[config.mk]
export PLATFORM = sky130hd
export DESIGN_NAME = tw_reg_slave
export DESIGN_NICKNAME = d
export VERILOG_FILES = /design/src/rtl/tw_pkg.sv /design/src/rtl/tw_sync.sv /design/src/rtl/tw_rx.sv /design/src/rtl/tw_tx.sv /design/src/rtl/tw_reg_slave.sv
export SDC_FILE = /design/constraint.sdc
export NUM_CORES = 1
export LEC_CHECK = 0
export ABC_CLOCK_PERIOD_IN_PS = 2400
export BUFFER_PORTS_ARGS = -buffer_cell sky130_fd_sc_hd__buf_4
export CORE_MARGIN = 3
export CORE_UTILIZATION = 55
export DETAILED_ROUTE_END_ITERATION = 10
export PLACE_DENSITY = 0.79
export SLEW_MARGIN = 0
export SYNTH_ARGS = -nofsm -noshare
export SYNTH_HDL_FRONTEND = slang
export SYNTH_HIERARCHICAL = 1
export SYNTH_SLANG_ARGS = --single-unit
[constraint.sdc]
create_clock -name clk -period 2.4 [get_ports clk]
set_input_delay 0.48 -clock clk [delete_from_list [all_inputs] [get_ports clk]]
set_output_delay 0.48 -clock clk [all_outputs]
set_load 0.01 [all_outputs]
[src/rtl/tw_pkg.sv]
package tw_pkg;
  typedef enum logic {
    PH_CMD  = 1'b0,
    PH_DATA = 1'b1
  } tw_phase_t;
endpackage

[src/rtl/tw_sync.sv]
module tw_sync #(
  parameter int W      = 3,
  parameter int STAGES = 2
) (
  input  logic         clk,
  input  logic         rst_n,
  input  logic [W-1:0] d_i,
  output logic [W-1:0] q_o
);
  logic [W-1:0] stg_q [STAGES];

  for (genvar s = 0; s < STAGES; s++) begin : g_stage
    logic [W-1:0] stg_d;
    if (s == 0) begin : g_first
      assign stg_d = d_i;
    end else begin : g_chain
      assign stg_d = stg_q[s-1];
    end
    always_ff @(posedge clk or negedge rst_n) begin
      if (!rst_n) stg_q[s] <= '0;
      else        stg_q[s] <= stg_d;
    end
  end

  assign q_o = stg_q[STAGES-1];
endmodule

[src/rtl/tw_rx.sv]
module tw_rx #(
  parameter int W = 8
) (
  input  logic         clk,
  input  logic         rst_n,
  input  logic         clr,
  input  logic         shift,
  input  logic         din,
  output logic [W-1:0] byte_o,
  output logic         first_o,
  output logic         last_o
);
  localparam int CW = $clog2(W);

  logic [W-1:0]  sr_q, sr_d;
  logic [CW-1:0] cnt_q, cnt_d;

  always_comb begin
    sr_d  = sr_q;
    cnt_d = cnt_q;
    if (clr) begin
      sr_d  = '0;
      cnt_d = '0;
    end else if (shift) begin
      sr_d  = {din, sr_q[W-1:1]};
      cnt_d = (cnt_q == CW'(W-1)) ? '0 : cnt_q + 1'b1;
    end
  end

  always_ff @(posedge clk or negedge rst_n) begin
    if (!rst_n) begin
      sr_q  <= '0;
      cnt_q <= '0;
    end else begin
      sr_q  <= sr_d;
      cnt_q <= cnt_d;
    end
  end

  // byte as it stands once the bit now on din is shifted in
  assign byte_o  = {din, sr_q[W-1:1]};
  assign first_o = (cnt_q == '0);
  assign last_o  = (cnt_q == CW'(W-1));
endmodule

[src/rtl/tw_tx.sv]
module tw_tx #(
  parameter int W = 8
) (
  input  logic         clk,
  input  logic         rst_n,
  input  logic         load,
  input  logic         shift,
  input  logic [W-1:0] data_i,
  output logic         bit_o
);
  logic [W-1:0] sr_q, sr_d;

  always_comb begin
    sr_d = sr_q;
    if (load)       sr_d = data_i;
    else if (shift) sr_d = {1'b0, sr_q[W-1:1]};
  end

  always_ff @(posedge clk or negedge rst_n) begin
    if (!rst_n) sr_q <= '0;
    else        sr_q <= sr_d;
  end

  assign bit_o = sr_q[0];
endmodule

[src/rtl/tw_reg_slave.sv]
module tw_reg_slave
  import tw_pkg::*;
#(
  parameter int                ADDR_W      = 7,
  parameter int                DATA_W      = 8,
  parameter int                SYNC_STAGES = 2,
  parameter logic [ADDR_W-1:0] LAST_ADDR   = 7'h0E,
  parameter logic [ADDR_W-1:0] CTRL_ADDR   = 7'h0B,
  parameter int                WP_BIT      = 6
) (
  input  logic              clk,
  input  logic              rst_n,
  input  logic              sel_i,
  input  logic              sclk_i,
  input  logic              sdio_i,
  output logic              sdio_o,
  output logic              sdio_oe,
  output logic [ADDR_W-1:0] reg_addr_o,
  output logic [DATA_W-1:0] reg_wdata_o,
  output logic              reg_wr_o,
  output logic              reg_rd_o,
  input  logic [DATA_W-1:0] reg_rdata_i
);
  localparam int RW_BIT = DATA_W - 1;

  logic [2:0] synced;
  logic       sel_s, sclk_s, din_s;

  tw_sync #(.W(3), .STAGES(SYNC_STAGES)) u_sync (
    .clk   (clk),
    .rst_n (rst_n),
    .d_i   ({sel_i, sclk_i, sdio_i}),
    .q_o   (synced)
  );
  assign {sel_s, sclk_s, din_s} = synced;

  tw_phase_t         phase_q, phase_d;
  logic              wmode_q, wmode_d;
  logic [ADDR_W-1:0] addr_q, addr_d, addr_next;
  logic              wp_q, wp_d;
  logic              oe_q, oe_d;
  logic              sclk_q;

  logic              rise, fall;
  logic [DATA_W-1:0] rx_byte;
  logic              rx_first, rx_last;
  logic              cmd_done, data_done, addr_ok, wr_allowed;
  logic              rd_launch, tx_shift;

  assign rise = sel_s &  sclk_s & ~sclk_q;
  assign fall = sel_s & ~sclk_s &  sclk_q;

  tw_rx #(.W(DATA_W)) u_rx (
    .clk     (clk),
    .rst_n   (rst_n),
    .clr     (~sel_s),
    .shift   (rise),
    .din     (din_s),
    .byte_o  (rx_byte),
    .first_o (rx_first),
    .last_o  (rx_last)
  );

  assign cmd_done   = rise & (phase_q == PH_CMD)  & rx_last;
  assign data_done  = rise & (phase_q == PH_DATA) & rx_last;
  assign addr_ok    = (addr_q <= LAST_ADDR);
  assign wr_allowed = ~wp_q | (addr_q == CTRL_ADDR);
  assign addr_next  = (addr_q == LAST_ADDR) ? '0 : addr_q + 1'b1;

  assign rd_launch  = fall & (phase_q == PH_DATA) & ~wmode_q &  rx_first;
  assign tx_shift   = fall & (phase_q == PH_DATA) & ~wmode_q & ~rx_first;

  tw_tx #(.W(DATA_W)) u_tx (
    .clk    (clk),
    .rst_n  (rst_n),
    .load   (rd_launch),
    .shift  (tx_shift),
    .data_i (addr_ok ? reg_rdata_i : '0),
    .bit_o  (sdio_o)
  );

  assign reg_wr_o    = data_done & wmode_q & addr_ok & wr_allowed;
  assign reg_rd_o    = rd_launch & addr_ok;
  assign reg_addr_o  = addr_q;
  assign reg_wdata_o = rx_byte;
  assign sdio_oe     = oe_q & sel_i;

  always_comb begin
    phase_d = phase_q;
    wmode_d = wmode_q;
    addr_d  = addr_q;
    wp_d    = wp_q;
    oe_d    = oe_q;
    if (!sel_s) begin
      phase_d = PH_CMD;
      oe_d    = 1'b0;
    end else begin
      if (cmd_done) begin
        phase_d = PH_DATA;
        wmode_d = rx_byte[RW_BIT];
        addr_d  = rx_byte[ADDR_W-1:0];
      end
      if (data_done) addr_d = addr_next;
      if (rd_launch) oe_d = 1'b1;
      if (reg_wr_o && (addr_q == CTRL_ADDR)) wp_d = rx_byte[WP_BIT];
    end
  end

  always_ff @(posedge clk or negedge rst_n) begin
    if (!rst_n) begin
      phase_q <= PH_CMD;
      wmode_q <= 1'b0;
      addr_q  <= '0;
      wp_q    <= 1'b0;
      oe_q    <= 1'b0;
      sclk_q  <= 1'b0;
    end else begin
      phase_q <= phase_d;
      wmode_q <= wmode_d;
      addr_q  <= addr_d;
      wp_q    <= wp_d;
      oe_q    <= oe_d;
      sclk_q  <= sclk_s;
    end
  end
endmodule

==> flow_summary.ini <==
[finish]
final_cell_mix = buf_4 (37), dfrtp_1 (33), mux2i_1 (17), nand2_1 (14), nor2_1 (12)
final_common_cell = buf_4
area_delta_synth_final_pct = 18.18
drive_gt1_share_pct = 27.67
n_antenna_cell = 0
fin_nets = 223

[logic_synthesis]
synth_edf_count = 0
synth_cell_type_count = 38
synth_nets = 187
avgSynthCellArea_um2 = 10.83
postSynthCellCount = 169
ys_ff_latch = 36
syn-cell-area_um2 = 1831
ys_warn_count = 6
ys.flop_type = dfrtp_1
seq_area_frac_synth_pct = 49.21
async_reset_ff_share_pct = 100.0

[place]
dpl.hpwl_um = 2641
pre_cts_ws_ps = 355.6
gp_congestion = 0.8472
port_buffers = 31

[power_and_ir_drop]
p_sw_share_pct = 22.98
intPower_w = 0.0007816
seq_power_share_pct = 61.2
power.switching_w = 0.0002332
vdd_drop_max_mv = 0.3875
power_leakage_nw = 0.9383
p_total_w = 0.001015
power.density_nw_per_um2 = 469.1
pwr-share-comb_pct = 5.0
p_clk_share_pct = 33.8

[global_routing]
grt_usage_pct = 20.33
grt_pass1_vias = 1393
grt_pass1_wl_um = 6437
gr-total-overflow = 0
antenna_found_initial = 0
grt_max_degree = 37

[timing]
min_period_ps = 2315
skew_ps = 9.465
rsz0062_at_grt = no
slew_headroom_pct = 65.98
hold_viol_final = 0
slew_viol_final = 0
post-route-period-util_pct = 96.46
tightest_slew_ps = 510.3
fin_tns_setup_ps = 0
setup_violations = 0
final.setup.worst_slack_ps = 84.92
fmax_ghz = 0.4320

[drt]
antenna_left = 0
drtIter0Drc = 57
dr.pass1.iters = 4
wl_um = 3651
avgRoutedWirePerCell_um = 14.60
vias_per_cell = 5.440
drc = 0
vias = 1360

[critical_path]
worstPathArrival_ps = 1840
critPathLaunchType = flop
critPathKind = flop to primary output
crit_required_ps = 1920
cp_max_fo = 5
cp-end-kind = primary output

[clock_network]
clkLatencyLatePin_ps = 330
cts_buffer_depth = 2
cts_buffers = 5
ctsRootBufferMaster = clkbuf_4
clk_pin_slew_ps = 110
clock_sinks = 36
cts_tree = done
htree_levels = 2

[die]
io_pins = 32
start_util_pct = 58.99
dieWidth_um = 63.69
die_area_um2 = 4056
die_h_um = 63.69
num_rows = 20
coreArea_um2 = 3103

[outcome]
status = completed

[run]
cap_violations = 0

[worst_hold_path]
hold_path_class = input port to asynchronous set/reset pin
worst paths after layout:
kind | startpoint | end | slack (ps) | cells past startpoint
setup / recovery | reg_addr_o[5] | reg_wr_o | 80 | 5
hold / removal | rst_n | reg_addr_o[3] | 70 | 1
setup reg to reg | u_rx/cnt_q[0] | reg_addr_o[5] | 460 | 7
hold reg to reg | u_sync/g_stage[1].stg_d[2] | u_sync/q_o[2] | 360 | 0
max in group asynchronous | rst_n | reg_addr_o[4] | 1990 | 1
min in group clk | sdio_i | u_sync/g_stage[1].stg_d[0] | 250 | 1
cells in the mapped netlist, types with 3 or more instances:
cell / number / area (um2)
ha_1: 5 / 62.56
o21ai_0: 4 / 20.02
nor2_1: 12 / 45.04
buf_6: 5 / 56.30
inv_1: 8 / 30.03
nand3_1: 7 / 35.03
nor3_1: 3 / 15.01
mux2i_1: 17 / 170.2
o21ai_1: 10 / 50.05
nand2_1: 14 / 52.55
buf_4: 3 / 22.52
and3_2: 3 / 22.52
a21oi_1: 3 / 15.01
dfrtp_1: 36 / 900.9
and2_1: 10 / 62.56
logic make-up (layout without fill, tap and decap cells):
family | after synthesis | after routing | share of synthesized area (%)
flip-flops | 36 | 36 | 49.21
AO/OA/AOI/OAI | 32 | 32 | 13.54
multiplexers | 18 | 18 | 9.911
buffers and inverters | 17 | 54 | 6.220
AND/OR/NAND/NOR | 61 | 61 | 17.70
adder cells (fa/ha/maj) | 5 | 5 | 3.418
layout make-up:
cell class              instances  area [um2]
inverters                       8       30.03
fillers                       245       939.7
multi-input cells             116       822.0
flip-flops and latches         36       904.6
repair buffers                 38       289.0
well taps                      44       55.05
clock buffers                   7       55.05
clock inverters                 1       7.507
metrics by stage:
step / util, % / cells / cell area (um2) / hold WS, ps
CTS: 69.03 / 248 / 2142 / 82.09
detailed placement: 66.73 / 239 / 2071 / 340.5
global placement: 66.73 / 239 / 2071 / 332.3
finish: 69.72 / 250 / 2163 / 69.91
global route: 69.72 / 250 / 2163 / 85.99
floorplan: - / 169 / 1831 / 184.4
worst max-delay path, stage by stage, from the launching register on:
cell and delay, ps:
dfrtp_2 450, or3_4 420, a41oi_4 200, nand3_1 120, a211oi_2 160, buf_4 150
state kept, by name (all words and copies together), names as in the netlist:
register / count
reg_addr_o: 7
u_tx/sr_q: 8
phase_q: 1
u_sync/q_o: 3
wp_q: 1
oe_q: 1
u_sync/g_stage.stg_d: 3
u_rx/sr_q: 7
sclk_q: 1
wmode_q: 1
u_rx/cnt_q: 3
power by group through the flow:
stage,sequential [W],combinational [W],clock (W)
final,0.000621,0.0000508,0.000343
after CTS,0.000621,0.0000523,0.000354
after detailed placement,0.000633,0.0000521,0
after floorplan,0.000631,0.0000216,0
after global placement,0.000632,0.0000502,0
after global routing,0.000622,0.0000577,0.000382
per-layer routing:
metal / vias up / share of wire, % / track usage (%)
met5: - / 0 / 0
met4: 0 / 1.1 / 5.930
met3: 4 / 4.5 / 6.952
met2: 28 / 49 / 32.59
met1: 664 / 45 / 25.98
li1: 664 / - / -
what timing repair did:
action	in CTS	in global routing
hold endpoints to repair	0	0
resized for setup	1	3
setup endpoints to repair	1	2
buffers inserted	1	2
gates cloned	0	0
pin swaps	0	2
hold buffers	0	0
Power figures use the tool's default switching activity.
